[src/rtl/xint_pkg.sv]
// Package: shared constants for the external interrupt pin controller.
// Assumes register addresses are compared against the zero-extended bus address.
package xint_pkg;
    // Register addresses
    localparam int ADR_SENSE = 0;
    localparam int ADR_PRIO  = 1;
    localparam int ADR_SRC   = 2;
    localparam int ADR_MSET  = 3;
    localparam int ADR_MCLR  = 4;

    // Sense codes
    typedef enum logic [7:0] {
        SNS_FALL = 8'd0,
        SNS_RISE = 8'd1,
        SNS_LOW  = 8'd2,
        SNS_HIGH = 8'd3,
        SNS_BOTH = 8'd4
    } sense_e;

    localparam int PRIO_W = 4;
endpackage

[src/rtl/xint_sync.sv]
// Module: two-stage synchroniser for a vector of asynchronous inputs.
// Assumes each bit is independent; no multi-bit coherency is implied.
module xint_sync #(
    parameter int W = 8
) (
    input  logic         clk,
    input  logic         rst_n,
    input  logic [W-1:0] d_i,
    output logic [W-1:0] q_o
);
    logic [W-1:0] stg1_q;
    logic [W-1:0] stg2_q;

    // Shift the inputs through two flops
    always_ff @(posedge clk) begin
        if (!rst_n) begin
            stg1_q <= '0;
            stg2_q <= '0;
        end else begin
            stg1_q <= d_i;
            stg2_q <= stg1_q;
        end
    end

    assign q_o = stg2_q;
endmodule

[src/rtl/xint_detect.sv]
// Module: per-pin event detection and pending flags.
// Assumes pin_s is already synchronised; the sense word places pin 0 in the top field.
// Edge modes latch a flag until software clears it; level modes track the level.
module xint_detect
    import xint_pkg::*;
#(
    parameter int N_PIN   = 8,
    parameter int SENSE_W = 4
) (
    input  logic                       clk,
    input  logic                       rst_n,
    input  logic [N_PIN-1:0]           pin_s,
    input  logic [N_PIN*SENSE_W-1:0]   sense_f,
    input  logic                       src_we,
    input  logic [N_PIN-1:0]           src_keep,
    output logic [N_PIN-1:0]           pend_o
);
    for (genvar n = 0; n < N_PIN; n++) begin : g_pin
        logic               prev_q;
        logic               pend_q;
        logic [SENSE_W-1:0] code;
        logic [7:0]         code8;
        logic               ev;
        logic               lvl_mode;
        logic               lvl_act;
        logic               wipe;

        assign code  = sense_f[(N_PIN-1-n)*SENSE_W +: SENSE_W];
        assign code8 = 8'(code);
        assign wipe  = src_we & ~src_keep[n];

        // Decode the sense code into an event or a level condition
        always_comb begin
            ev       = 1'b0;
            lvl_mode = 1'b0;
            lvl_act  = 1'b0;
            case (code8)
                SNS_FALL: ev = ~pin_s[n] & prev_q;
                SNS_RISE: ev = pin_s[n] & ~prev_q;
                SNS_BOTH: ev = pin_s[n] ^ prev_q;
                SNS_LOW: begin
                    lvl_mode = 1'b1;
                    lvl_act  = ~pin_s[n];
                end
                SNS_HIGH: begin
                    lvl_mode = 1'b1;
                    lvl_act  = pin_s[n];
                end
                default: ev = 1'b0;
            endcase
        end

        // Remember the previous synchronised level for edge detection
        always_ff @(posedge clk) begin
            if (!rst_n) prev_q <= 1'b0;
            else        prev_q <= pin_s[n];
        end

        // Update the pending flag; a new event wins over a clear
        always_ff @(posedge clk) begin
            if (!rst_n)        pend_q <= 1'b0;
            else if (lvl_mode) pend_q <= lvl_act;
            else               pend_q <= (pend_q & ~wipe) | ev;
        end

        assign pend_o[n] = pend_q;
    end
endmodule

[src/rtl/xint_regs.sv]
// Module: register file for sense, priority, source and mask registers.
// Assumes one write per strobe cycle; reads are combinational from bus_addr.
// Source and mask bits use bit SRC_W-1-n for pin n.
module xint_regs
    import xint_pkg::*;
#(
    parameter int N_PIN   = 8,
    parameter int SENSE_W = 4,
    parameter int SRC_W   = 8,
    parameter int ADDR_W  = 3,
    parameter int DATA_W  = 32
) (
    input  logic                      clk,
    input  logic                      rst_n,
    input  logic                      bus_wr,
    input  logic [ADDR_W-1:0]         bus_addr,
    input  logic [DATA_W-1:0]         bus_wdata,
    output logic [DATA_W-1:0]         bus_rdata,
    input  logic [N_PIN-1:0]          pend,
    output logic [N_PIN*SENSE_W-1:0]  sense_q,
    output logic [N_PIN*PRIO_W-1:0]   prio_q,
    output logic [N_PIN-1:0]          mask_q,
    output logic                      src_we,
    output logic [N_PIN-1:0]          src_keep
);
    localparam int SNS_USED = N_PIN * SENSE_W;
    localparam int PRI_USED = N_PIN * PRIO_W;

    logic            wr_sense;
    logic            wr_prio;
    logic            wr_mset;
    logic            wr_mclr;
    logic [N_PIN-1:0] wbits;
    logic [SRC_W-1:0] src_view;

    assign wr_sense = bus_wr && (bus_addr == ADDR_W'(ADR_SENSE));
    assign wr_prio  = bus_wr && (bus_addr == ADDR_W'(ADR_PRIO));
    assign src_we   = bus_wr && (bus_addr == ADDR_W'(ADR_SRC));
    assign wr_mset  = bus_wr && (bus_addr == ADDR_W'(ADR_MSET));
    assign wr_mclr  = bus_wr && (bus_addr == ADDR_W'(ADR_MCLR));

    // Map reversed bus bits onto pin order
    for (genvar n = 0; n < N_PIN; n++) begin : g_map
        assign wbits[n]    = bus_wdata[SRC_W-1-n];
        assign src_view[SRC_W-1-n] = pend[n];
    end
    if (SRC_W > N_PIN) begin : g_src_pad
        assign src_view[SRC_W-N_PIN-1:0] = '0;
    end
    assign src_keep = wbits;

    // Hold the sense and priority fields
    always_ff @(posedge clk) begin
        if (!rst_n) begin
            sense_q <= '0;
            prio_q  <= '0;
        end else begin
            if (wr_sense) sense_q <= bus_wdata[SNS_USED-1:0];
            if (wr_prio)  prio_q  <= bus_wdata[PRI_USED-1:0];
        end
    end

    // Set or clear mask bits with write-one strobes
    always_ff @(posedge clk) begin
        if (!rst_n)       mask_q <= '1;
        else if (wr_mset) mask_q <= mask_q | wbits;
        else if (wr_mclr) mask_q <= mask_q & ~wbits;
    end

    // Select read data by address
    always_comb begin
        bus_rdata = '0;
        case (int'(bus_addr))
            ADR_SENSE: bus_rdata = DATA_W'(sense_q);
            ADR_PRIO:  bus_rdata = DATA_W'(prio_q);
            ADR_SRC:   bus_rdata = DATA_W'(src_view);
            default:   bus_rdata = '0;
        endcase
    end
endmodule

[src/rtl/xint_pin_ctrl.sv]
// Module: top of the external interrupt pin controller.
// Assumes N_PIN*SENSE_W and N_PIN*4 fit in DATA_W and SRC_W >= N_PIN.
// Requests combine pending, mask and non-zero priority per pin.
module xint_pin_ctrl
    import xint_pkg::*;
#(
    parameter int N_PIN   = 8,
    parameter int SENSE_W = 4,
    parameter int SRC_W   = 8,
    parameter int ADDR_W  = 3,
    parameter int DATA_W  = 32
) (
    input  logic              clk,
    input  logic              rst_n,
    input  logic [N_PIN-1:0]  pin_i,
    input  logic              bus_wr,
    input  logic [ADDR_W-1:0] bus_addr,
    input  logic [DATA_W-1:0] bus_wdata,
    output logic [DATA_W-1:0] bus_rdata,
    output logic [N_PIN-1:0]  irq_o,
    output logic              irq_any_o
);
    logic [N_PIN-1:0]         pin_s;
    logic [N_PIN-1:0]         pend;
    logic [N_PIN*SENSE_W-1:0] sense_q;
    logic [N_PIN*PRIO_W-1:0]  prio_q;
    logic [N_PIN-1:0]         mask_q;
    logic                     src_we;
    logic [N_PIN-1:0]         src_keep;

    xint_sync #(.W(N_PIN)) u_sync (
        .clk   (clk),
        .rst_n (rst_n),
        .d_i   (pin_i),
        .q_o   (pin_s)
    );

    xint_detect #(.N_PIN(N_PIN), .SENSE_W(SENSE_W)) u_detect (
        .clk      (clk),
        .rst_n    (rst_n),
        .pin_s    (pin_s),
        .sense_f  (sense_q),
        .src_we   (src_we),
        .src_keep (src_keep),
        .pend_o   (pend)
    );

    xint_regs #(
        .N_PIN(N_PIN), .SENSE_W(SENSE_W), .SRC_W(SRC_W),
        .ADDR_W(ADDR_W), .DATA_W(DATA_W)
    ) u_regs (
        .clk       (clk),
        .rst_n     (rst_n),
        .bus_wr    (bus_wr),
        .bus_addr  (bus_addr),
        .bus_wdata (bus_wdata),
        .bus_rdata (bus_rdata),
        .pend      (pend),
        .sense_q   (sense_q),
        .prio_q    (prio_q),
        .mask_q    (mask_q),
        .src_we    (src_we),
        .src_keep  (src_keep)
    );

    // Gate each pending flag by mask and priority
    for (genvar n = 0; n < N_PIN; n++) begin : g_req
        assign irq_o[n] = pend[n] & ~mask_q[n]
                        & (|prio_q[(N_PIN-1-n)*PRIO_W +: PRIO_W]);
    end

    assign irq_any_o = |irq_o;
endmodule

[config.mk]
export PLATFORM = sky130hd
export DESIGN_NAME = xint_pin_ctrl
export DESIGN_NICKNAME = d
export VERILOG_FILES = /design/src/rtl/xint_pkg.sv /design/src/rtl/xint_sync.sv /design/src/rtl/xint_detect.sv /design/src/rtl/xint_regs.sv /design/src/rtl/xint_pin_ctrl.sv
export SDC_FILE = /design/constraint.sdc
export NUM_CORES = 1
export LEC_CHECK = 0
export BUFFER_PORTS_ARGS = -buffer_cell sky130_fd_sc_hd__buf_4
export CORE_ASPECT_RATIO = 0.5
export CORE_UTILIZATION = 35
export CTS_CLUSTER_SIZE = 20
export DETAILED_ROUTE_END_ITERATION = 10
export PLACE_DENSITY_LB_ADDON = 0.15
export SLEW_MARGIN = 30
export SYNTH_ARGS = -nofsm -noshare
export SYNTH_HDL_FRONTEND = slang
export SYNTH_SLANG_ARGS = --single-unit
[constraint.sdc]
create_clock -name clk -period 1.5 [get_ports clk]
set_input_delay 0.15 -clock clk [delete_from_list [all_inputs] [get_ports clk]]
set_output_delay 0.15 -clock clk [all_outputs]
set_load 0.05 [all_outputs]
==> impl_metrics.tcl, run 1 <==
set metrics [dict create \
    antenna_found_initial 0 \
    yosys-top-cells-area "dfxtp_1 (41%), nand2_1 (10%), a21boi_1 (6.9%)" \
    dieArea_um2 14900 \
    crit_type "register to primary output" \
    clk_pin_slew_ps 80 \
    violations "negative setup slack" \
    vias 4649 \
    dr.pass1.iters 5 \
    leakagePower_nw 2.97 \
    finalHoldViolCount 0 \
    maxSlewViolCount 0 \
    place_ws_ps -243 \
    status "finished, violations left" \
    fin_cells 945 \
    fmax_mhz 482 \
    clk_latency_ps 360 \
    final_nets 810 \
    syn_inst 583 \
    synth_edf_count 0 \
    worst-path-max-fanout 2 \
    antennaDiodeCount 0 \
    setup_violations 7 \
    grt_usage_pct 20.4 \
    cap_violations 0 \
    first_global_vias 4446 \
    worst_slack_ps -573 \
    grt-ovfl-total 0 \
    cp-start-kind "register" \
    synth_flop_cell "dfxtp_1" \
    initial_core_util_pct 36.5 \
    io_pins 87 \
    vias_per_cell 4.92 \
    cts-buffers-inserted 9 \
    final_util_pct 53.8 \
    ant_nets 0 \
    post-route-period-util_pct 138 \
    drive_above_1_share_pct 41.7 \
    ir_worst_vdd_uv 574 \
    worst_pin_slew_ps 459 \
    ys_seq_area_share_pct 41.4 \
    place_congestion 0.845 \
    dp_cells 920 \
    cellPowerDensity_nw_per_um2 815 \
    cts_tree "yes" \
    htree_levels 3 \
    synth_warnings 0 \
    ys_async_sr_fraction_pct 0 \
    min_period_ps 2070 \
    yosys.area.top_type_share_pct 41.4 \
    grt_pass1_wl_um 23200 \
    yosysTopAreaCell "dfxtp_1" \
    slew_headroom_pct 69.3 \
    layout_commonest_cell "buf_4" \
    final_cell_mix "buf_4 (158), nand2_1 (136), dfxtp_1 (72), a21boi_1 (46)" \
    hold_class "primary input to register" \
    rsz0062_at_grt "yes" \
    grt_max_degree 36 \
    die_w_um 171 \
    wl_per_cell_um 15.4 \
    worstSetupEndpointType "primary output" \
    final_area_um2 7410 \
    wirelength_um 14600 \
    syn_area_um2 5020 \
    dp_hpwl_um 10300 \
    syn_nets 645 \
    drcViolationCount 0 \
    finalClockSkew_ps 4.93 \
    syn2layout_area_growth_pct 47.4 \
    cts_root_buf "clkbuf_16" \
    chipHeight_um 86.7 \
    nFillCells 1308 \
    core_um2 13800 \
    post_dp_cell_area_um2 6620 \
    portBuffers 86 \
    first_iter_violations 240 \
    synth_seq_cells 104 \
    ys_types 38 \
    critPathArrivalTime_ps 1920 \
    syn_avg_cell_area_um2 8.62 \
    clk_path_buf_depth 2 \
    clock-sinks 104 \
    num_rows 30 \
    required_ps 1350 \
]
## routing by layer
metal | vias to the layer above | part of all wire, % | GRT usage [%]
li1 | 2348 | - | -
met1 | 2213 | 50 | 27.9
met2 | 83 | 46 | 33.0
met3 | 5 | 3.7 | 4.29
met4 | 0 | 0.42 | 4.71
met5 | - | 0 | 0
## cell usage after synthesis (all sizes together), types with 8 or more instances
cell type	number
buf	19
and2	24
clkbuf	19
inv	36
mux2i	8
nor2	12
o41ai	8
a22o	24
o21ai	8
a21oi	8
xnor2	8
ha	16
nor4	16
nand2	136
nand2b	12
or4	9
o2111ai	8
o31a	8
a21boi	65
dfxtp	104
nor3b	9
a2bb2oi	8
## flip-flops by register name (all words and copies together) (netlist names), named ones only
name	cells
u_regs.prio_q	32
u_detect.g_pin.prev_q	8
u_detect.g_pin.pend_q	8
u_sync.q_o	8
u_sync.stg1_q	8
u_regs.sense_q	32
## per-stage QoR
step | total power, mW | setup TNS, ps | hold slack, ps
after floorplan | 3.34 | -399 | 268
after global placement | 3.72 | -669 | 358
after detailed placement | 3.72 | -684 | 362
after CTS | 6.04 | -756 | 2.86
after global routing | 6.31 | -1220 | 2.47
final | 6.03 | -684 | 12.6
## critical path, cell delays in order (launching register included)
cell and delay [ps]:
dfxtp_2 340, nor4_4 270, buf_4 160, o32ai_1 110, or4_4 510, buf_8 170
## power by group
part	total, mW	internal (mW)	switching (mW)
Sequential	2.92	2.85	0.0710
Clock	2.26	1.15	1.11
Combinational	0.853	0.452	0.401
## worst paths after layout
kind                                                startpoint                                  end  slack, ps  cells past startpoint
worst min register to register     u_sync.stg1_q[7]$_SDFF_PN0_             u_sync.q_o[7]$_SDFF_PN0_        440                      1
worst min-delay path                                  pin_i[5]          u_sync.stg1_q[5]$_SDFF_PN0_         10                      2
worst max register to register        u_sync.q_o[4]$_SDFF_PN0_  u_detect.g_pin[4].pend_q$_SDFF_PN0_        -30                      5
worst max-delay path            u_regs.prio_q[21]$_SDFFE_PN0P_                            irq_any_o       -570                      5
## timing repair
item,4_1_cts,5_1_grt
gates resized for setup,47,51
endpoints found under the setup margin,21,26
endpoints found under the hold margin,6,0
buffers inserted,3,5
hold buffers,6,0
pin swaps,24,21
## cells by family after synthesis
family / synth area share [%]
XOR/XNOR: 1.39
buffers and inverters: 6.80
AND/OR/NAND/NOR: 23.0
adder cells (fa/ha/maj): 3.98
flip-flops: 41.4
AO/OA/AOI/OAI: 21.8
multiplexers: 1.59
## cell type report
cell class              instances  area, um2  share of cell area [%]
multi-input cells             405       2990                    40.4
well taps                     192        240                    3.24
repair buffers                192       1640                    22.1
inverters                      36        135                    1.82
clock inverters                 6       51.3                   0.693
flip-flops and latches        104       2120                    28.7
clock buffers                  10        229                    3.09
Power figures use the tool's default switching activity.
==> inputs of run 2 (changes only) <==
--- a/config.mk
+++ b/config.mk
@@ -8,6 +8,7 @@
 export BUFFER_PORTS_ARGS = -buffer_cell sky130_fd_sc_hd__buf_4
 export CORE_ASPECT_RATIO = 0.5
 export CORE_UTILIZATION = 35
+export CTS_BUF_LIST = sky130_fd_sc_hd__clkbuf_16
 export CTS_CLUSTER_SIZE = 20
 export DETAILED_ROUTE_END_ITERATION = 10
 export PLACE_DENSITY_LB_ADDON = 0.15
==> impl_metrics.tcl, run 2 (synthesized netlist as in run 1, its figures left out) <==
set metrics [dict create \
    wirelength_um 14600 \
    vias 4651 \
    portBuffers 86 \
    wl_per_cell_um 15.5 \
    status "finished, violations left" \
    vias_per_cell 4.92 \
    clk_pin_slew_ps 80 \
    first_iter_violations 241 \
    post-route-period-util_pct 138 \
    clk_latency_ps 360 \
    initial_core_util_pct 36.5 \
    die_w_um 171 \
    dp_hpwl_um 10300 \
    cts_tree "yes" \
    cts-buffers-inserted 9 \
    critPathArrivalTime_ps 1920 \
    grt_usage_pct 20.4 \
    hold_class "primary input to register" \
    clock-sinks 104 \
    violations "negative setup slack" \
    required_ps 1350 \
    worstSetupEndpointType "primary output" \
    antennaDiodeCount 0 \
    htree_levels 3 \
    chipHeight_um 86.7 \
    setup_violations 7 \
    grt-ovfl-total 0 \
    worst-path-max-fanout 2 \
    clk_path_buf_depth 2 \
    grt_pass1_wl_um 23200 \
    drcViolationCount 0 \
    io_pins 87 \
    finalHoldViolCount 0 \
    worst_pin_slew_ps 467 \
    layout_commonest_cell "buf_4" \
    drive_above_1_share_pct 41.7 \
    ant_nets 0 \
    grt_max_degree 36 \
    nFillCells 1308 \
    ff2ff_setup_slack_ps -30 \
    ir_worst_vdd_uv 580 \
    finalClockSkew_ps 5.45 \
    first_global_vias 4446 \
    crit_type "register to primary output" \
    slew_headroom_pct 68.8 \
    min_period_ps 2070 \
    report.power.total_mw 6.03 \
    cts_root_buf "clkbuf_16" \
    final_cell_mix "buf_4 (158), nand2_1 (136), dfxtp_1 (72), a21boi_1 (46), inv_1 (33)" \
    syn2layout_area_growth_pct 47.4 \
    biggestRegsByFlops "u_regs.prio_q (32), u_regs.sense_q (32)" \
    fmax_mhz 482 \
    dieArea_um2 14900 \
    place_congestion 0.845 \
    cellPowerDensity_nw_per_um2 814 \
    final_nets 810 \
    core_um2 13800 \
    num_rows 30 \
    holdWs_ps 11.1 \
    place_ws_ps -243 \
    antenna_found_initial 0 \
    cp-start-kind "register" \
    rsz0062_at_grt "yes" \
    cap_violations 0 \
    dr.pass1.iters 4 \
    maxSlewViolCount 0 \
    leakagePower_nw 2.98 \
    worst_slack_ps -573 \
]
## run 2: routing by layer
metal / part of all wire (%) / global-route usage (%)
met2: 46 / 33.0
met5: 0 / 0
met1: 50 / 27.9
met4: 0.79 / 4.71
met3: 3.7 / 4.29
## run 2: where the power goes
group / internal (mW) / switching (mW)
Sequential: 2.85 / 0.0713
Clock: 1.14 / 1.11
Combinational: 0.452 / 0.401
## run 2: final timing paths
path,start,endpoint,cells after the start
setup / recovery,u_regs.prio_q[21]$_SDFFE_PN0P_,irq_any_o,5
hold / removal,pin_i[5],u_sync.stg1_q[5]$_SDFF_PN0_,2
setup reg to reg,u_sync.q_o[4]$_SDFF_PN0_,u_detect.g_pin[4].pend_q$_SDFF_PN0_,5
hold reg to reg,u_sync.stg1_q[7]$_SDFF_PN0_,u_sync.q_o[7]$_SDFF_PN0_,1
## run 2: final cells by class
class	count	area [um2]	area share, %
Timing Repair Buffer	192	1640	22.1
Multi-Input combinational cell	405	2990	40.4
Clock buffer	9	225	3.04
Inverter	36	135	1.82
Sequential cell	104	2120	28.7
Tap cell	192	240	3.24
Clock inverter	7	55.1	0.743
## run 2: worst max-delay path, cell delays in order, from the launching register on
cell and delay, ps:
dfxtp_2 340, nor4_4 270, buf_4 160, o32ai_1 110, or4_4 510, buf_8 170
## run 2: what timing repair did
action | in CTS | in global routing
pin swaps | 24 | 21
resized for setup | 47 | 51
hold buffers | 6 | 0
hold endpoints to repair | 6 | 0
setup buffers | 3 | 5
setup endpoints to repair | 21 | 26
## run 2: through the flow
stage	instance area [um2]	TNS, ps	utilization, %	cells
after floorplan	5100	-399	-	583
after global placement	6620	-669	48.1	920
after detailed placement	6620	-684	48.1	920
after CTS	7150	-757	51.9	942
after global routing	7410	-1220	53.8	945
final	7410	-686	53.8	945
==> inputs of run 3 (changes only) <==
--- a/config.mk
+++ b/config.mk
@@ -12,6 +12,8 @@
 export CTS_CLUSTER_SIZE = 20
 export DETAILED_ROUTE_END_ITERATION = 10
 export PLACE_DENSITY_LB_ADDON = 0.15
+export RECOVER_POWER = 25
+export SKIP_CTS_REPAIR_TIMING = 1
 export SLEW_MARGIN = 30
 export SYNTH_ARGS = -nofsm -noshare
 export SYNTH_HDL_FRONTEND = slang
==> impl_metrics.tcl, run 3 (synthesized netlist as in run 1, its figures left out) <==
set metrics [dict create \
    dr.pass1.iters 4 \
    drive_above_1_share_pct 42.9 \
    first_iter_violations 256 \
    max_stage_delay_ps 540 \
    cts_tree "yes" \
    drcViolationCount 0 \
    crit_path_end "irq_any_o" \
    htree_levels 3 \
    clock-sinks 104 \
    worst_slack_ps -571 \
    syn2layout_area_growth_pct 46.7 \
    grt_pass1_wl_um 22700 \
    vias 4606 \
    ant_nets 0 \
    leakagePower_nw 2.93 \
    ff2ff_setup_slack_ps -110 \
    min_period_ps 2070 \
    status "finished, violations left" \
    hold_depth 2 \
    crit-reg2reg-launch "u_sync.q_o[6]$_SDFF_PN0_" \
    maxSlewViolCount 0 \
    vias_per_cell 4.87 \
    post-route-period-util_pct 138 \
    worst_pin_slew_ps 812 \
    slew_headroom_pct 45.9 \
    chipHeight_um 86.7 \
    finalClockSkew_ps 6.16 \
    io_pins 87 \
    fin_cells 945 \
    worstSetupEndpointType "primary output" \
    critPathArrivalTime_ps 1920 \
    antennaDiodeCount 0 \
    grt_usage_pct 20.0 \
    final_nets 810 \
    finalHoldViolCount 0 \
    post_dp_cell_area_um2 6620 \
    portBuffers 86 \
    clk_latency_ps 350 \
    hold_class "primary input to register" \
    worst-path-max-fanout 2 \
    place_congestion 0.845 \
    crit_type "register to primary output" \
    dp_hpwl_um 10300 \
    path_cells "nor4_2, buf_4, o32ai_1, or4_4, buf_6" \
    wirelength_um 14600 \
    num_rows 30 \
    cts-buffers-inserted 9 \
    first_global_vias 4362 \
    place_ws_ps -243 \
    violations "negative setup slack" \
    die_w_um 171 \
    cap_violations 0 \
    critPathLaunch "u_regs.prio_q[21]$_SDFFE_PN0P_" \
    r2r_end "u_detect.g_pin[6].pend_q$_SDFF_PN0_" \
    antenna_found_initial 0 \
    seqCellArea_um2 2120 \
    required_ps 1350 \
    initial_core_util_pct 36.5 \
    multi_input_area_um2 3000 \
    ir_worst_vdd_uv 567 \
    rsz0062_at_grt "yes" \
    final_area_um2 7370 \
    r2r.worst_path.cells 5 \
    report.power.total_mw 6.02 \
    clk_pin_slew_ps 80 \
    cp-start-kind "register" \
    setup_violations 8 \
    clk_path_buf_depth 2 \
    nFillCells 1315 \
    core_um2 13800 \
    grt-ovfl-total 0 \
    fmax_mhz 483 \
    cellPowerDensity_nw_per_um2 817 \
    dieArea_um2 14900 \
    crit_path_top_delay_cell "or4_4" \
    cts_root_buf "clkbuf_16" \
    dp_cells 920 \
    wl_per_cell_um 15.5 \
    grt_max_degree 36 \
    layout_commonest_cell "buf_4" \
    biggestRegsByFlops "u_regs.prio_q (32), u_regs.sense_q (32)" \
    final_cell_mix "buf_4 (157), nand2_1 (136), dfxtp_1 (71), a21boi_1 (43), dfxtp_2 (33)" \
]
-- run 3: cell types whose count changed in the layout (fill, tap and decap cells not counted), sizes merged --
cell / previous run / this run
buf: 186 / 184
clkbuf: 9 / 12
dlygate4sd3: 6 / 5
-- run 3: layer usage --
metal	vias up	global-route usage (%)	routed length, um
met5	-	0	0
met1	2199	27.5	7400
met2	60	31.9	6680
met4	0	4.55	94
li1	2339	-	-
met3	8	4.29	478
-- run 3: worst min path at each step --
stage | start | to | slack (ps)
floorplan | bus_wdata[1] | register | 270
global placement | pin_i[4] | u_sync.stg1_q[4]$_SDFF_PN0_ | 360
detailed placement | pin_i[2] | u_sync.stg1_q[2]$_SDFF_PN0_ | 360
CTS | pin_i[2] | u_sync.stg1_q[2]$_SDFF_PN0_ | -20
global route | pin_i[5] | u_sync.stg1_q[5]$_SDFF_PN0_ | 3
finish | pin_i[1] | u_sync.stg1_q[1]$_SDFF_PN0_ | 10
-- run 3: through the flow --
stage	hold WS (ps)	util (%)	setup TNS (ps)
5_1_grt	2.62	53.5	-2330
3_3_place_gp	358	48.1	-669
6_report	12.3	53.5	-955
3_5_place_dp	362	48.1	-684
2_1_floorplan	268	-	-399
4_1_cts	-18.8	50.1	-2290
-- run 3: cell type report --
class,count,share of cell area (%)
clock inverters,7,0.747
clock buffers,9,3.06
inverters,36,1.83
repair buffers,192,21.6
well taps,192,3.26
flip-flops and latches,104,28.8
multi-input cells,405,40.7
-- run 3: critical path, delay by kind of cell (launching register included) --
family,cells,cell delay (ps)
compound gates,1,110
buf+inv,2,320
flops,1,330
simple gates,2,800
-- run 3: report_power, final --
part	switching (mW)	leakage [nW]	internal (mW)
registers	0.0700	0.861	2.85
clock network	1.11	0.138	1.14
logic	0.403	1.94	0.444
